**config.mk**
```make
export PLATFORM = sky130hd
export DESIGN_NAME = lbist_engine
export DESIGN_NICKNAME = d
export VERILOG_FILES = /design/src/rtl/lbist_engine.sv
export SDC_FILE = /design/constraint.sdc
export NUM_CORES = 1
export LEC_CHECK = 0
export BUFFER_PORTS_ARGS = -buffer_cell sky130_fd_sc_hd__buf_2
export CAP_MARGIN = 20
export CORE_ASPECT_RATIO = 0.5
export CORE_MARGIN = 2
export CORE_UTILIZATION = 51
export CTS_BUF_LIST = sky130_fd_sc_hd__clkbuf_4 sky130_fd_sc_hd__clkbuf_8
export DETAILED_ROUTE_END_ITERATION = 8
export MAX_ROUTING_LAYER = met4
export PLACE_DENSITY = 0.87
export SYNTH_ARGS = -nofsm -noshare
export SYNTH_HDL_FRONTEND = slang
export SYNTH_SLANG_ARGS = --single-unit
```
**constraint.sdc**
```tcl
create_clock -name clk -period 1.82 [get_ports clk]
set_input_delay 0.091 -clock clk [delete_from_list [all_inputs] [get_ports clk]]
set_output_delay 0.091 -clock clk [all_outputs]
set_load 0.01 [all_outputs]
```
**src/rtl/lbist_engine.sv**
```systemverilog
module lbist_engine #(
  parameter int W    = 16,
  parameter int NPAT = 32
) (
  input  logic         clk,
  input  logic         rst_n,
  input  logic         start,
  input  logic [W-1:0] seed,
  input  logic [W-1:0] taps,
  input  logic [W-1:0] func_data,
  input  logic [W-1:0] cut_resp,
  input  logic [W-1:0] golden_sig,
  output logic [W-1:0] cut_in,
  output logic         done,
  output logic         okay
);
  localparam int CW = $clog2(NPAT + 1);

  typedef enum logic {G_IDLE, G_RUN} gen_t;
  typedef enum logic [1:0] {C_IDLE, C_ACC, C_CMP, C_FIN} cmp_t;

  gen_t          gen_q;
  cmp_t          cmp_q;
  logic [W-1:0]  lfsr_q, sig_q;
  logic [CW-1:0] cnt_q;
  logic          busy, go, last;

  assign busy   = (gen_q == G_RUN) || (cmp_q == C_CMP);
  assign go     = start && !busy;
  assign last   = (gen_q == G_RUN) && (cnt_q == CW'(NPAT - 1));
  assign cut_in = (gen_q == G_RUN) ? lfsr_q : func_data;

  always_ff @(posedge clk or negedge rst_n) begin
    if (!rst_n) begin
      gen_q  <= G_IDLE;
      lfsr_q <= '0;
      cnt_q  <= '0;
    end else if (go) begin
      gen_q  <= G_RUN;
      lfsr_q <= (seed == '0) ? W'(1) : seed;
      cnt_q  <= '0;
    end else if (gen_q == G_RUN) begin
      lfsr_q <= {lfsr_q[W-2:0], ^(lfsr_q & taps)};
      cnt_q  <= cnt_q + 1'b1;
      if (last) gen_q <= G_IDLE;
    end
  end

  always_ff @(posedge clk or negedge rst_n) begin
    if (!rst_n) begin
      cmp_q <= C_IDLE;
      sig_q <= '0;
      done  <= 1'b0;
      okay  <= 1'b0;
    end else if (go) begin
      cmp_q <= C_ACC;
      sig_q <= '0;
      done  <= 1'b0;
      okay  <= 1'b0;
    end else begin
      case (cmp_q)
        C_ACC: begin
          sig_q <= {sig_q[W-2:0], ^(sig_q & taps)} ^ cut_resp;
          if (last) cmp_q <= C_CMP;
        end
        C_CMP: begin
          done  <= 1'b1;
          okay  <= (sig_q == golden_sig);
          cmp_q <= C_FIN;
        end
        default: ;
      endcase
    end
  end


  okay_needs_done_chk: assert property (@(posedge clk) disable iff (!rst_n)
    okay |-> done);


  no_done_in_run_chk: assert property (@(posedge clk) disable iff (!rst_n)
    (gen_q == G_RUN) |-> !done);


  seed_load_chk: assert property (@(posedge clk) disable iff (!rst_n)
    go |=> cut_in == (($past(seed) == '0) ? W'(1) : $past(seed)));


  pattern_step_chk: assert property (@(posedge clk) disable iff (!rst_n)
    ((gen_q == G_RUN) && $past(gen_q == G_RUN) && !$past(go)) |->
      cut_in == {$past(cut_in[W-2:0]), ^($past(cut_in) & $past(taps))});
endmodule

```
# Word-level counts from Yosys, hierarchy flattened
# Index checks and enable logic that the tools add are counted.
dict set report totals {
  reg_bits 43
  input_bits 83
  output_inout_bits 18
  elab_cells 46
}
dict set report classes {
  addsub 1
  eq_ne 5
  muxes 18
  bitwise 3
  reduce_logical 12
}
# op count
set op_table {}
lappend op_table {{$mux W16} 6}
lappend op_table {{$and A16 B16 Y16} 2}
lappend op_table {{$reduce_xor A16 Y1} 2}
lappend op_table {{$eq A16 B16 Y1} 1}
lappend op_table {{$logic_not A16 Y1} 1}
lappend op_table {{$xor A16 B16 Y16} 1}
lappend op_table {{$mux W6} 2}
lappend op_table {{$mux W1} 7}
lappend op_table {{$add A6 B1 Y6 const B} 1}
lappend op_table {{$eq A6 B5 Y1 const B} 1}
lappend op_table {{$reduce_bool A2 Y1} 3}
lappend op_table {{$mux W2} 2}
lappend op_table {{$pmux W2 S2} 1}
lappend op_table {{$ne A3 B3 Y1 const B} 1}
lappend op_table {{$reduce_bool A3 Y1} 1}
lappend op_table {{$eq A2 B1 Y1 const B} 1}
lappend op_table {{$eq A2 B2 Y1 const B} 1}
lappend op_table {{$logic_and A1 B1 Y1} 2}
lappend op_table {{$reduce_and A2 Y1} 1}
lappend op_table {{$logic_not A1 Y1} 1}
lappend op_table {{$logic_or A1 B1 Y1} 1}

# Longest topological paths before layout
dict set report logic_depth {
  word_depth 6
  ltp_mapped 7
  ltp_nobuf 6
}

# Worst setup path after synthesis
# Ideal clock, no wire load.
dict set report synth_timing {
  path_type {register to register}
  startpoint {reg sig_q[11]}
  endpoint {reg sig_q[0]}
  setup_time_ns 0.126
  arrival_ns 1.367
  required_time_ns 1.694
  slack_ns 0.327
  stages_incl_launch_ff 7
  n_path_buf 0
  period_less_slack_ns 1.493
  cell_sequence {dfrtp_1 -> nand2_1 -> xor2_1 -> xnor2_2 -> xnor3_1 -> xnor2_1 -> o21ai_1}
}
dict set report synth_between {
  elab_chain_cells 5
}
# element line_no
set synth_rtl {}
lappend synth_rtl {{start: declaration} 24} ;# logic [W-1:0] lfsr_q, sig_q;
lappend synth_rtl {{start signal: assignment} 63} ;# sig_q <= {sig_q[W-2:0], ^(sig_q & taps)} ^ cut_resp;
lappend synth_rtl {{$and A16 B16 Y16} 63}
lappend synth_rtl {{$reduce_xor A16 Y1} 63}
lappend synth_rtl {{$xor A16 B16 Y16} 63}
lappend synth_rtl {{$mux W16} 61} ;# case (cmp_q)
lappend synth_rtl {{$mux W16} 55} ;# end else if (go) begin
# Every way passes these cells. The select of a mux whose other input is x is not followed.
# A chain may end at the register's enable or synchronous reset.

# Worst setup path in the final report
dict set report layout_timing {
  startpoint {reg sig_q[4]}
  endpoint {reg sig_q[0]}
}
# Same word-level chain as after synthesis.

==> summary.txt <==
Run status
  • Status: complete, no violations

Power and ir drop
  • Cell Int Power: 0.00344 W
  • Sequential power share: 33.8%
  • Power per cell area: 1710 nW/um^2
  • Psw: 0.00245 W
  • LEAKAGE: 1.73 nW
  • Clock power frac: 12.9%
  • Tot Pwr: 0.00589 W
  • Sw frac: 41.6%
  • Max VDD drop: 822 uV
  • Logic pwr share: 53.3%

Place
  • Port buffer count: 100
  • Placed insts: 476
  • Dpl hpwl: 5.58 mm
  • Final GP Congestion: 0.896

CTS
  • Post-CTS sizing: 0
  • Clock latency on the worst-skew pair: 0.30 ns
  • Clk sinks: 43
  • Clock Path Buffers: 2
  • CTS Root Cell: clkbuf_8
  • # H-tree levels: 2
  • CTS clk-pin slew, worst paths: 0.08 ns
  • CTS tree: built
  • CTS Buf Count: 5

Min path
  • Hold Path End: sig_q[9]$_DFFE_PN0P_
  • Hold Startpoint: cut_resp[9]
  • Hold Crit Class: in2reg
  • Hold Path Depth: 3

Critical path
  • R2r startpoint: sig_q[4]$_DFFE_PN0P_
  • RR Endpoint: sig_q[0]$_DFFE_PN0P_
  • WP data arrival: 1.81 ns
  • R2R Setup Slk: 0.18 ns
  • Crit-path max FO: 4
  • CP Capture Type: flop
  • R2R depth: 6
  • Worst Setup Start Kind: flop
  • CP required: 1.99 ns
  • CP Class: reg2reg

Global routing
  • Total gr overflow: 0
  • Met3 Use GR: 4.68%
  • Number of global-route vias before repair: 2,293
  • Met2 Resource Use GR: 37.7%
  • Largest net degree at the start of global routing: 33
  • Global routing's busiest layer: met2
  • Antenna violations before repair: 0
  • Met1 GRT Util: 34.2%
  • First-pass GRT wire length: 11.0 mm
  • Total track usage: 24.6%

STA
  • Min Hold Slack: 0.0592 ns
  • Endpoints failing setup: 0
  • Final Max Slew Viols: 0
  • RSZ-0062 raised after global routing: false
  • Setup_tns: 0 ns
  • Fin crit share: 90.0%
  • Final hold vios: 0
  • Worst slew pin tran: 0.572 ns
  • F_max: 610 MHz
  • Fin crit period: 1.64 ns
  • Slew margin rel.: 61.7%
  • Worst Skew: 0.0100 ns

Drt
  • Initial drt markers: 187
  • Wire per inst: 14.3 microns
  • # DRC: 0
  • Drt first pass iters: 5
  • Vias/cell: 5.11
  • Antenna-violating nets left: 0
  • DRT Wirelength: 6.96 mm
  • Vias: 2,480

Synth
  • Synth Instances: 310
  • Synth area leaders: dfrtp_1 (39%), nand2_1 (10%), xnor2_1 (10%)
  • Seq cells post-synth: 43
  • Largest area contributor in the netlist: dfrtp_1
  • Mapped Nets: 394
  • Syn_area_per_cell: 8.80 sq um
  • Post-synthesis cell area: 2730 sq um
  • Synth warnings: 0
  • Share of the yosys chip area belonging to registers: 39.4%
  • Yosys top cell area share: 39.4%
  • Post-synthesis cell type count: 30

Floorplanning
  • Io pins: 101
  • # rows: 18
  • Die Span X: 107 microns
  • Core area: 5040 sq um
  • Starting density of the core: 54.1%
  • Die area: 5990 sq um
  • Die height: 55.7 microns

Final layout
  • Area Overhead vs Synth: 26.0%
  • Net count, final: 498
  • Layout cells sized above 1: 29.6%
  • Non-Filler Instances: 485
  • ANT cells: 0

Flow run
  • Max-cap violations: 0
-- what timing repair did --
item	4_1_cts	5_1_grt
setup buffers	0	0
hold buffers	1	0
hold endpoints to repair	23	0
-- worst max-delay path, cell delays in order, from the launching register on --
cell and delay [ns]:
dfrtp_1 0.44, nand2_1 0.10, xor2_1 0.24, xnor2_2 0.16
xnor3_1 0.33, xnor2_1 0.16, o21ai_1 0.08
-- Yosys cell counts --
cell and instances:
dfrtp_1 43, nor3b_1 1, inv_1 16, nand4_1 3, clkbuf_1 7, xor2_1 26
mux2_2 1, nor4_1 8, xnor2_4 1, a221oi_1 1, inv_2 1, xnor2_1 32
nand2_2 1, o21ai_0 20, a21oi_1 4, and2_1 1, ha_1 1, nand2_1 76
buf_4 2, mux2i_1 16, o21ai_1 32, nor2_1 3, nand3_1 3, xnor2_2 5
and4b_1 1, buf_2 1, nor2b_1 1, nand2b_1 1, o21a_1 1, xnor3_1 1
-- placed cells by master (no fill, tap or decap), drive strengths merged, types with 2 or more instances in the layout --
master	synthesis	layout
a21oi	4	4
buf	3	106
clkbuf	7	5
clkinv	0	2
dfrtp	43	43
inv	17	17
mux2i	16	16
nand2	77	77
nand3	3	3
nand4	3	3
nor2	3	3
nor4	8	8
o21ai	52	52
xnor2	38	38
xor2	26	26
-- flip-flops by register name, indices dropped and copies added, names as in the netlist --
register and flops:
lfsr_q 16, sig_q 16, cnt_q 6, cmp_q 2
done 1, gen_q 1, okay 1
-- kinds of logic (layout without fill, tap and decap cells) --
family	count (synthesis)	after routing	synth area share, %
compound gates	58	58	10.9
xor+xnor	65	65	23.4
fa+ha+maj	1	1	0.458
buf+inv	27	132	4.03
flops	43	43	39.4
mux	17	17	6.28
simple gates	99	99	15.5
-- layout make-up --
type / count / area, sq um
clock buffer: 5 / 68.8
clock inverter: 3 / 43.8
fill: 413 / 1610
inverter: 17 / 63.8
multi-input combinational: 240 / 1540
sequential: 43 / 1080
tap: 70 / 87.6
timing repair buffer: 107 / 556
-- power by group through the flow --
stage	registers [W]	clock network [W]	logic [W]
after floorplan	0.00184	0	0.00246
after global placement	0.00197	0	0.00306
after detailed placement	0.00199	0	0.00314
after CTS	0.00198	0.000758	0.00317
after global routing	0.00205	0.000807	0.00347
final	0.00199	0.000760	0.00314
-- worst max path at each step --
stage,startpoint,to,slack (ns),cells after the start
floorplan,sig_q[11]$_DFFE_PN0P_,sig_q[0]$_DFFE_PN0P_,0.33,6
global placement,sig_q[11]$_DFFE_PN0P_,sig_q[0]$_DFFE_PN0P_,0.27,6
detailed placement,sig_q[11]$_DFFE_PN0P_,sig_q[0]$_DFFE_PN0P_,0.18,6
CTS,sig_q[11]$_DFFE_PN0P_,sig_q[0]$_DFFE_PN0P_,0.18,6
global route,sig_q[11]$_DFFE_PN0P_,sig_q[0]$_DFFE_PN0P_,0.09,6
finish,sig_q[4]$_DFFE_PN0P_,sig_q[0]$_DFFE_PN0P_,0.18,6
-- metal layers --
layer	vias up	share of wire, %
met3	11	8.3
met4	0	1.2
met1	1154	45
li1	1231	-
met2	84	46
met5	-	0
-- per-stage QoR --
stage	utilization, %	setup WS [ns]	cell area (sq um)
3_5_place_dp	65.7	0.175	3320
5_1_grt	68.2	0.0904	3440
4_1_cts	68.2	0.178	3440
3_3_place_gp	65.7	0.271	3320
6_report	68.2	0.182	3440
2_1_floorplan	-	0.327	2730
Power figures use the tool's default switching activity.
